===== src/rtl/sdcmd_pkg.sv =====
`timescale 1ns/1ps
package sdcmd_pkg;
  localparam int FIELD_W = 4;
  localparam int REG_W   = 32;
  localparam int N_FIELD = 6;
  localparam int CFG_W   = N_FIELD * FIELD_W;

  localparam logic [2:0] CMD_NOP = 3'd0;
  localparam logic [2:0] CMD_ACT = 3'd1;
  localparam logic [2:0] CMD_RD  = 3'd2;
  localparam logic [2:0] CMD_WR  = 3'd3;
  localparam logic [2:0] CMD_PRE = 3'd4;
  localparam logic [2:0] CMD_REF = 3'd5;

  // gap timer slots
  localparam int TM_RW  = 0;
  localparam int TM_PRE = 1;
  localparam int TM_ACT = 2;
  localparam int TM_REF = 3;
  localparam int N_TM   = 4;

  typedef struct packed {
    logic [FIELD_W-1:0] ref2any;
    logic [FIELD_W-1:0] pre2act;
    logic [FIELD_W-1:0] rw2pre;
    logic [FIELD_W-1:0] act2rw;
    logic [FIELD_W-1:0] wr_lat;
    logic [FIELD_W-1:0] rd_lat;
  } timing_cfg_t;

  // one unit-clock cycle worth of counts removed, floored at zero
  function automatic logic [FIELD_W-1:0] gap_step(input logic [FIELD_W-1:0] cnt,
                                                  input logic ddr);
    logic [FIELD_W-1:0] s;
    s = ddr ? FIELD_W'(2) : FIELD_W'(1);
    return (cnt > s) ? cnt - s : '0;
  endfunction

  // value held after the issuing edge; zero is promoted to one count
  function automatic logic [FIELD_W-1:0] gap_seed(input logic [FIELD_W-1:0] val,
                                                  input logic ddr);
    logic [FIELD_W-1:0] v;
    v = (val == '0) ? FIELD_W'(1) : val;
    return gap_step(v, ddr);
  endfunction

  function automatic logic [FIELD_W-1:0] lat_cycles(input logic [FIELD_W-1:0] lat,
                                                    input logic ddr);
    return ddr ? (lat >> 1) : lat;
  endfunction

  function automatic logic lat_half(input logic [FIELD_W-1:0] lat, input logic ddr);
    return ddr & lat[0];
  endfunction
endpackage


===== src/rtl/sdcmd_regs.sv =====
`timescale 1ns/1ps
module sdcmd_regs
  import sdcmd_pkg::*;
(
  input  logic             clk,
  input  logic             por_n,
  input  logic             rst_n,
  input  logic             reg_wr,
  input  logic             reg_sel,
  input  logic [REG_W-1:0] reg_wdata,
  output logic [REG_W-1:0] reg_rdata,
  output timing_cfg_t      cfg,
  output logic             mode_en,
  output logic             cke_en,
  output logic             ddr_mode,
  output logic             pall_req,
  output logic             ref_req,
  output logic             wr_conflict,
  output logic             err_pulse
);
  logic wr_cfg, wr_ctl, gate_ok;

  assign wr_cfg      = reg_wr && !reg_sel;
  assign wr_ctl      = reg_wr && reg_sel;
  assign gate_ok     = mode_en && cke_en;
  assign wr_conflict = wr_ctl && reg_wdata[3] && reg_wdata[4];
  assign pall_req    = wr_ctl && reg_wdata[4] && !reg_wdata[3] && gate_ok;
  assign ref_req     = wr_ctl && reg_wdata[3] && !reg_wdata[4] && gate_ok;

  // timing register: power-up reset only
  always_ff @(posedge clk) begin
    if (!por_n)      cfg <= '0;
    else if (wr_cfg) cfg <= reg_wdata[CFG_W-1:0];
  end

  always_ff @(posedge clk) begin
    if (!por_n || !rst_n) begin
      mode_en   <= 1'b0;
      cke_en    <= 1'b0;
      ddr_mode  <= 1'b0;
      err_pulse <= 1'b0;
    end else begin
      err_pulse <= wr_conflict;
      if (wr_ctl) begin
        mode_en  <= reg_wdata[0];
        cke_en   <= reg_wdata[1];
        ddr_mode <= reg_wdata[2];
      end
    end
  end

  assign reg_rdata = reg_sel ? REG_W'({ddr_mode, cke_en, mode_en}) : REG_W'(cfg);
endmodule


===== src/rtl/sdcmd_gap_timer.sv =====
`timescale 1ns/1ps
module sdcmd_gap_timer
  import sdcmd_pkg::*;
(
  input  logic               clk,
  input  logic               rst,
  input  logic               ddr,
  input  logic               load,
  input  logic [FIELD_W-1:0] load_val,
  output logic               done
);
  logic [FIELD_W-1:0] cnt_q, dec, seed, cnt_d;

  always_comb begin
    dec   = gap_step(cnt_q, ddr);
    seed  = gap_seed(load_val, ddr);
    cnt_d = (load && (seed > dec)) ? seed : dec;
  end

  always_ff @(posedge clk) begin
    if (rst) cnt_q <= '0;
    else     cnt_q <= cnt_d;
  end

  assign done = (cnt_q == '0);
endmodule


===== src/rtl/sdcmd_lat_pipe.sv =====
`timescale 1ns/1ps
module sdcmd_lat_pipe
  import sdcmd_pkg::*;
#(
  parameter int DEPTH = (1 << FIELD_W) - 1
) (
  input  logic               clk,
  input  logic               rst,
  input  logic               fire,
  input  logic [FIELD_W-1:0] dly,
  output logic               strobe
);
  // bit k: strobe due after k+1 more edges
  logic [DEPTH-1:0] pipe_q, pipe_d;

  always_comb begin
    pipe_d = pipe_q >> 1;
    if (fire && (dly != '0))
      pipe_d = pipe_d | (DEPTH'(1) << (dly - FIELD_W'(1)));
  end

  always_ff @(posedge clk) begin
    if (rst) begin
      pipe_q <= '0;
      strobe <= 1'b0;
    end else begin
      pipe_q <= pipe_d;
      strobe <= (fire && (dly == '0)) || pipe_q[0];
    end
  end
endmodule


===== src/rtl/sdcmd_gap_unit.sv =====
`timescale 1ns/1ps
module sdcmd_gap_unit
  import sdcmd_pkg::*;
#(
  parameter int N_CS   = 2,
  localparam int RANK_W = (N_CS > 1) ? $clog2(N_CS) : 1
) (
  input  logic              clk,
  input  logic              por_n,
  input  logic              rst_n,
  input  logic              reg_wr,
  input  logic              reg_sel,
  input  logic [REG_W-1:0]  reg_wdata,
  output logic [REG_W-1:0]  reg_rdata,
  input  logic              req_valid,
  input  logic [2:0]        req_cmd,
  input  logic [RANK_W-1:0] req_rank,
  output logic              req_ready,
  output logic [N_CS-1:0]   cs_n,
  output logic              ras_n,
  output logic              cas_n,
  output logic              we_n,
  output logic              a10,
  output logic              cke,
  output logic              rd_strobe,
  output logic              rd_half,
  output logic              wr_strobe,
  output logic              wr_half,
  output logic              cmd_err
);
  timing_cfg_t cfg;
  logic mode_en, ddr_mode, pall_req, ref_req, wr_conflict;
  logic sys_rst;
  logic pall_pend, ref_pend, pall_fire, ref_fire, pend_any;
  logic gap_ok, up_iss;
  logic ev_act, ev_rd, ev_wr, ev_pre, ev_ref;
  logic [N_TM-1:0] t_done, t_load;
  logic [FIELD_W-1:0] t_val [N_TM];

  assign sys_rst = !por_n || !rst_n;

  sdcmd_regs u_regs (
    .clk(clk), .por_n(por_n), .rst_n(rst_n),
    .reg_wr(reg_wr), .reg_sel(reg_sel), .reg_wdata(reg_wdata), .reg_rdata(reg_rdata),
    .cfg(cfg), .mode_en(mode_en), .cke_en(cke), .ddr_mode(ddr_mode),
    .pall_req(pall_req), .ref_req(ref_req), .wr_conflict(wr_conflict),
    .err_pulse(cmd_err)
  );

  // manual requests wait for their own gap, precharge-all first
  always_ff @(posedge clk) begin
    if (sys_rst) begin
      pall_pend <= 1'b0;
      ref_pend  <= 1'b0;
    end else begin
      if (pall_req)       pall_pend <= 1'b1;
      else if (pall_fire) pall_pend <= 1'b0;
      if (ref_req)        ref_pend  <= 1'b1;
      else if (ref_fire)  ref_pend  <= 1'b0;
    end
  end

  assign pall_fire = pall_pend && t_done[TM_PRE];
  assign ref_fire  = ref_pend && !pall_pend && t_done[TM_REF];
  assign pend_any  = pall_pend || ref_pend;

  always_comb begin
    case (req_cmd)
      CMD_ACT:         gap_ok = t_done[TM_ACT];
      CMD_RD, CMD_WR:  gap_ok = t_done[TM_RW];
      CMD_PRE:         gap_ok = t_done[TM_PRE];
      CMD_REF:         gap_ok = t_done[TM_REF];
      default:         gap_ok = 1'b1;
    endcase
  end

  assign req_ready = cke && !pend_any && gap_ok;
  assign up_iss    = req_valid && req_ready &&
                     (req_cmd >= CMD_ACT) && (req_cmd <= CMD_REF);

  assign ev_act = up_iss && (req_cmd == CMD_ACT);
  assign ev_rd  = up_iss && (req_cmd == CMD_RD);
  assign ev_wr  = up_iss && (req_cmd == CMD_WR);
  assign ev_pre = (up_iss && (req_cmd == CMD_PRE)) || pall_fire;
  assign ev_ref = (up_iss && (req_cmd == CMD_REF)) || ref_fire;

  // which events start which gap (one command per cycle, so sources never collide)
  always_comb begin
    t_load[TM_RW]  = ev_act || ev_ref;
    t_val[TM_RW]   = ev_ref ? cfg.ref2any : cfg.act2rw;
    t_load[TM_PRE] = ev_rd || ev_wr || ev_ref;
    t_val[TM_PRE]  = ev_ref ? cfg.ref2any : cfg.rw2pre;
    t_load[TM_ACT] = ev_pre || ev_ref;
    t_val[TM_ACT]  = ev_ref ? cfg.ref2any : cfg.pre2act;
    t_load[TM_REF] = ev_pre || ev_ref;
    t_val[TM_REF]  = ev_ref ? cfg.ref2any : cfg.pre2act;
  end

  for (genvar i = 0; i < N_TM; i++) begin : g_tm
    sdcmd_gap_timer u_tm (
      .clk(clk), .rst(sys_rst), .ddr(ddr_mode),
      .load(t_load[i]), .load_val(t_val[i]), .done(t_done[i])
    );
  end

  // data strobes: channel 0 read, channel 1 write
  logic [1:0] lp_fire, lp_strobe;
  logic [FIELD_W-1:0] lp_lat [2];
  assign lp_fire   = {ev_wr, ev_rd};
  assign lp_lat[0] = cfg.rd_lat;
  assign lp_lat[1] = cfg.wr_lat;

  for (genvar c = 0; c < 2; c++) begin : g_lat
    sdcmd_lat_pipe u_pipe (
      .clk(clk), .rst(sys_rst), .fire(lp_fire[c]),
      .dly(lat_cycles(lp_lat[c], ddr_mode)), .strobe(lp_strobe[c])
    );
  end

  assign rd_strobe = lp_strobe[0];
  assign wr_strobe = lp_strobe[1];
  assign rd_half   = lp_strobe[0] && lat_half(cfg.rd_lat, ddr_mode);
  assign wr_half   = lp_strobe[1] && lat_half(cfg.wr_lat, ddr_mode);

  // command pins, registered
  logic [N_CS-1:0] cs_d;
  logic [2:0]      rcw_d;
  logic            a10_d;

  always_comb begin
    cs_d  = '1;
    rcw_d = 3'b111;
    a10_d = 1'b0;
    if (pall_fire) begin
      cs_d  = '0;
      rcw_d = 3'b010;
      a10_d = 1'b1;
    end else if (ref_fire) begin
      cs_d  = '0;
      rcw_d = 3'b001;
    end else if (up_iss) begin
      cs_d = ~(N_CS'(1) << req_rank);
      case (req_cmd)
        CMD_ACT: rcw_d = 3'b011;
        CMD_RD:  rcw_d = 3'b101;
        CMD_WR:  rcw_d = 3'b100;
        CMD_PRE: rcw_d = 3'b010;
        default: rcw_d = 3'b001;
      endcase
    end
  end

  always_ff @(posedge clk) begin
    if (sys_rst) begin
      cs_n                 <= '1;
      {ras_n, cas_n, we_n} <= 3'b111;
      a10                  <= 1'b0;
    end else begin
      cs_n                 <= cs_d;
      {ras_n, cas_n, we_n} <= rcw_d;
      a10                  <= a10_d;
    end
  end
endmodule


===== config.mk =====
export PLATFORM = sky130hd
export DESIGN_NAME = sdcmd_gap_unit
export DESIGN_NICKNAME = d
export VERILOG_FILES = /design/src/rtl/sdcmd_pkg.sv /design/src/rtl/sdcmd_regs.sv /design/src/rtl/sdcmd_gap_timer.sv /design/src/rtl/sdcmd_lat_pipe.sv /design/src/rtl/sdcmd_gap_unit.sv
export SDC_FILE = /design/constraint.sdc
export NUM_CORES = 1
export LEC_CHECK = 0
export BUFFER_PORTS_ARGS = -buffer_cell sky130_fd_sc_hd__buf_2
export CORE_ASPECT_RATIO = 0.5
export CORE_UTILIZATION = 57
export CTS_CLUSTER_DIAMETER = 50
export DETAILED_ROUTE_END_ITERATION = 8
export PLACE_DENSITY = 0.8
export SLEW_MARGIN = 5
export SYNTH_ARGS = -nofsm -noshare
export SYNTH_HDL_FRONTEND = slang
export SYNTH_HIERARCHICAL = 1
export SYNTH_SLANG_ARGS = --single-unit

===== constraint.sdc =====
create_clock -name clk -period 5.8 [get_ports clk]
set_input_delay 0.29 -clock clk [delete_from_list [all_inputs] [get_ports clk]]
set_output_delay 0.29 -clock clk [all_outputs]
set_load 0.02 [all_outputs]

== Word-level counts from Yosys, hierarchy flattened ==
Cells that the tools add are included.

* Add/subtract/negate cells: 9
* Magnitude comparators: 13
* Eq/ne operators: 5
* Shifts and indexed selects: 3
* Muxes and demuxes: 36
* Bitwise operators: 7
* Reductions and logical operators: 67

{| class="wikitable"
|+ Operators with widths
! cell !! number
|-
| $mux W4 || 19
|-
| $gt A4 B4 Y1 || 9
|-
| $logic_not A4 Y1 || 9
|-
| $logic_and A1 B1 Y1 || 33
|-
| $or A14 B15 Y15 || 2
|-
| $shl A1 B4 Y15 const A || 2
|-
| $mux W14 || 2
|-
| $mux W24 || 1
|-
| $sub A4 B4 Y4 || 5
|-
| $pmux W3 S4 || 1
|-
| $logic_or A1 B1 Y1 || 10
|-
| $mux W3 || 3
|-
| $gt A4 B2 Y1 || 2
|-
| $mux W2 || 4
|-
| $reduce_bool A4 Y1 || 2
|-
| $reduce_or A2 Y1 || 4
|-
| $sub A4 B1 Y4 const B || 2
|-
| $sub A4 B2 Y4 || 2
|-
| $logic_not A1 Y1 || 7
|-
| $eq A3 B2 Y1 const B || 2
|-
| $eq A3 B3 Y1 const B || 2
|-
| $mux W1 || 5
|-
| $pmux W1 S4 || 1
|-
| $reduce_bool A2 Y1 || 2
|-
| other kinds (7) || 9
|}

* Register bits: 84
* Input port bits: 42
* Output and inout bits: 45
* Word-level logic and storage cells: 167

== Depth between registers and ports, before layout ==
* Depth after elaboration: 17
* Gate-level depth with buffers: 18
* Mapped depth without buffers: 17

== Hierarchy ==
Netlist, hierarchy kept.

{| class="wikitable"
|+ By module, submodules not included
! module !! times used !! cells each !! area each (um^2) !! seq. area each (um^2)
|-
| sdcmd_regs || 1 || 164 || 1310.0 || 560.5
|-
| sdcmd_gap_timer (g_tm[0].u_tm ...) || 2 || 67 || 566.8 || 80.1
|-
| sdcmd_lat_pipe || 2 || 57 || 560.5 || 320.3
|-
| sdcmd_gap_timer (g_tm[1].u_tm ...) || 2 || 66 || 543.0 || 80.1
|-
| sdcmd_gap_unit || 1 || 83 || 762.0 || 160.2
|}

== Worst setup path before layout ==
OpenSTA, ideal clock, no wires.

* Path kind: reg-to-reg
* From: reg g_tm[3].u_tm.cnt_q[2]
* To: reg g_tm[2].u_tm.cnt_q[1]
* Library setup time: 0.121 ns
* Arrival time: 3.882 ns
* Required time: 5.679 ns
* Path slack: 1.798 ns
* Cell stages (with the launch flop): 18
* Buffers on the path: 1
* Period minus slack after synthesis: 4.002 ns
* Cells stage by stage: dfxtp_1 > nor4_1 > nand4b_1 > o21a_4 > buf_6 > mux2_4 > nor3_1 > nor2_1 > ha_1 > inv_1 > fa_1 > a21boi_0 > o31a_1 > ha_1 > nor2b_1 > o211ai_1 > a21oi_1 > mux2_2

{| class="wikitable"
|+ RTL lines
! what !! RTL line !! text
|-
| start, declared || sdcmd_gap_timer.sv:12 || <nowiki>logic [FIELD_W-1:0] cnt_q, dec, seed, cnt_d;</nowiki>
|-
| start signal, assigned || sdcmd_gap_timer.sv:22 || <nowiki>else cnt_q <= cnt_d;</nowiki>
|-
| end signal, assigned || sdcmd_gap_timer.sv:22 ||
|-
| end, declared || sdcmd_gap_timer.sv:12 ||
|}

==> results.sh <==
export IMPL_dpl_hpwl_mm=8.731
export IMPL_hold_class="input pin to register"
export IMPL_ant_nets=0
export IMPL_wl_per_cell_um=14.83
export IMPL_start_util=0.6044
export IMPL_vias=4576
export IMPL_status="finished, final reports clean"
export IMPL_drc=0
export IMPL_core_area_sq_mm=0.008949
export IMPL_htree_levels=3
export IMPL_gp_congestion=0.8297
export IMPL_setup_viol=0
export IMPL_worstSetupEndpointType="register"
export IMPL_grt_use_total=0.2565
export IMPL_max_stage_delay_ps=650
export IMPL_synth_avg_cell_area_sq_um=8.640
export IMPL_required_ps=6030
export IMPL_fillCellCount=753
export IMPL_fin_worst_skew_ps=5.530
export IMPL_tns_ps=0
export IMPL_dieArea_sq_mm=0.009907
export IMPL_syn_inst=626
export IMPL_dr_pass1_iters=5
export IMPL_min_to="u_regs/cfg[5]"
export IMPL_netlist_area_sq_mm=0.005409
export IMPL_power_mw=1.457
export IMPL_ys_warn_count=6
export IMPL_area_delta_synth_final_pct=12.21
export IMPL_port_buffers=70
export IMPL_post_drt_via_cell_ratio=5.656
export IMPL_final_area_sq_mm=0.006070
export IMPL_final_cells=809
export IMPL_crit_fanout=12
export IMPL_cts_sinks=84
export IMPL_path_delay_family="simple AND/OR/NAND/NOR gates"
export IMPL_startpoint_type="register"
export IMPL_fin_nets=769
export IMPL_critical_path_buf_inv_count=1
export IMPL_cpMaxStageDelayCell="nor4_1"
export IMPL_clockBufferDepth=2
export IMPL_num_rows=24
export IMPL_grt_overflow_total=0
export IMPL_vdd_drop_max_v=0.0001616
export IMPL_routed_wirelength_mm=11.99
export IMPL_period_needed_ps=4742
export IMPL_worstSetupPathType="register to register"
export IMPL_cts_made_buffers=9
export IMPL_hold_path_startpoint="reg_wdata[5]"
export IMPL_power_density_mw_per_mm2=240.0
export IMPL_grt_max_degree=67
export IMPL_min_path_cells=3
export IMPL_cts_root_buf="clkbuf_16"
export IMPL_ctsResizeCount=0
export IMPL_cts_tree="built"
export IMPL_diodes=0
export IMPL_clkTransAtPathRegs_ps=60
export IMPL_post_cts_setup_buffer_count=0
export IMPL_drv_cap=0
export IMPL_dp_cells=793
export IMPL_path_cells="nor4_1, nand3b_1, o21a_4, mux2_2, nor3_1, nor2_1, ha_1, inv_1, fa_1, a21boi_0, o31a_1, ha_1, nor2b_1, o211ai_1, a21oi_1, mux2_2"
export IMPL_drv_slew=0
export IMPL_r2r_end="g_tm[2].u_tm/cnt_q[1]"
export IMPL_fmax_mhz=210.9
export IMPL_worst_r2r_path_depth=16
export IMPL_tightestPinTransition_ps=958.1
export IMPL_drt_iter0_drc=290
export IMPL_relSlewSlack=0.3613
export IMPL_antenna_found_initial=0
export IMPL_placedInstanceArea_sq_mm=0.005759
export IMPL_io_pins=87
export IMPL_r2r_start="g_tm[3].u_tm/cnt_q[2]"
export IMPL_first_global_vias=4257
export IMPL_final_hold_viol_count=0
export IMPL_post_route_period_util=0.8176
export IMPL_rrSetupSlack_ps=1060
export IMPL_dieHeight_um=70.88
export IMPL_die_w_um=139.8
export IMPL_grt_pass1_wl_mm=20.18
export IMPL_cts_hold_fix_buffers=0
export IMPL_drive_above_1_share=0.2168
export IMPL_rsz0062_at_grt="no"
export IMPL_p_leak_nw=2.500
export IMPL_clkLatencyLatePin_ps=340
export IMPL_worstPathArrival_ps=4970
through the flow:
stage	setup WS, ps	util	hold slack, ps
floorplan	1798	-	370.8
global placement	1256	0.6436	430.3
detailed placement	1145	0.6436	432.9
CTS	1125	0.6783	170.8
global route	808.8	0.6783	178.5
finish	1058	0.6783	180.7
report_power, final:
| part | switching (mW) | internal [mW] |
|---|---|---|
| Combinational | 0.148 | 0.114 |
| Sequential | 0.0109 | 0.588 |
| Clock | 0.246 | 0.350 |
worst register-to-register path, stage by stage (launching register included):
cell      delay [ps]
dfxtp_1          360
nor4_1           650
nand3b_1         350
o21a_4           300
mux2_2           420
nor3_1            90
nor2_1           110
ha_1             190
inv_1             60
fa_1             420
a21boi_0         160
o31a_1           270
ha_1             300
nor2b_1          120
o211ai_1          80
a21oi_1          370
mux2_2           380
state kept, by name, summed over array words and instances, names as in the netlist, 2 cells and up:
signal               count
g_lat.u_pipe/pipe_q     30
u_regs/cfg              24
g_tm.u_tm/cnt_q         16
cs_n                     2
g_lat.u_pipe/strobe      2
layer usage:
metal	vias up	wire, um	track usage	share of wire
met5	-	0	0	0
li1	2306	-	-	-
met2	94	5841	0.4444	0.49
met3	10	446	0.05010	0.037
met1	2166	5575	0.3275	0.46
met4	0	129	0.07692	0.011
worst max path at each step:
stage	cells after the start	startpoint	slack (ps)	end
finish	16	g_tm[3].u_tm/cnt_q[2]	1060	g_tm[2].u_tm/cnt_q[1]
global route	16	g_tm[3].u_tm/cnt_q[2]	810	g_tm[2].u_tm/cnt_q[3]
CTS	16	g_tm[3].u_tm/cnt_q[2]	1130	g_tm[2].u_tm/cnt_q[2]
detailed placement	16	g_tm[3].u_tm/cnt_q[2]	1140	g_tm[2].u_tm/cnt_q[1]
global placement	16	g_tm[3].u_tm/cnt_q[2]	1260	g_tm[2].u_tm/cnt_q[2]
floorplan	17	g_tm[3].u_tm/cnt_q[2]	1800	g_tm[2].u_tm/cnt_q[1]
cells in the final DEF, fill, tap and decap left out, types with 8 or more instances in the layout:
cell type,count
o21ai_0,8
mux2_2,21
nand3b_1,8
o22ai_1,30
dfxtp_1,84
fa_1,8
o31ai_1,8
ha_1,32
buf_2,70
nor4_1,8
clkbuf_16,9
nor3_1,21
a21boi_1,22
conb_1,8
mux2_4,12
a21oi_1,31
inv_1,57
nor2_1,19
nand2b_1,9
nor2b_1,46
nand2_1,69
area by class of cell:
class	instances	area, sq um	share of cell area
inverter	57	214.0	0.03525
timing repair buffer	72	365.4	0.06019
clock buffer	10	239.0	0.03937
multi-input combinational	463	3352	0.5523
sequential	84	1682	0.2771
tap	117	146.4	0.02412
clock inverter	6	71.32	0.01175
(Power assumes the default switching activity.)
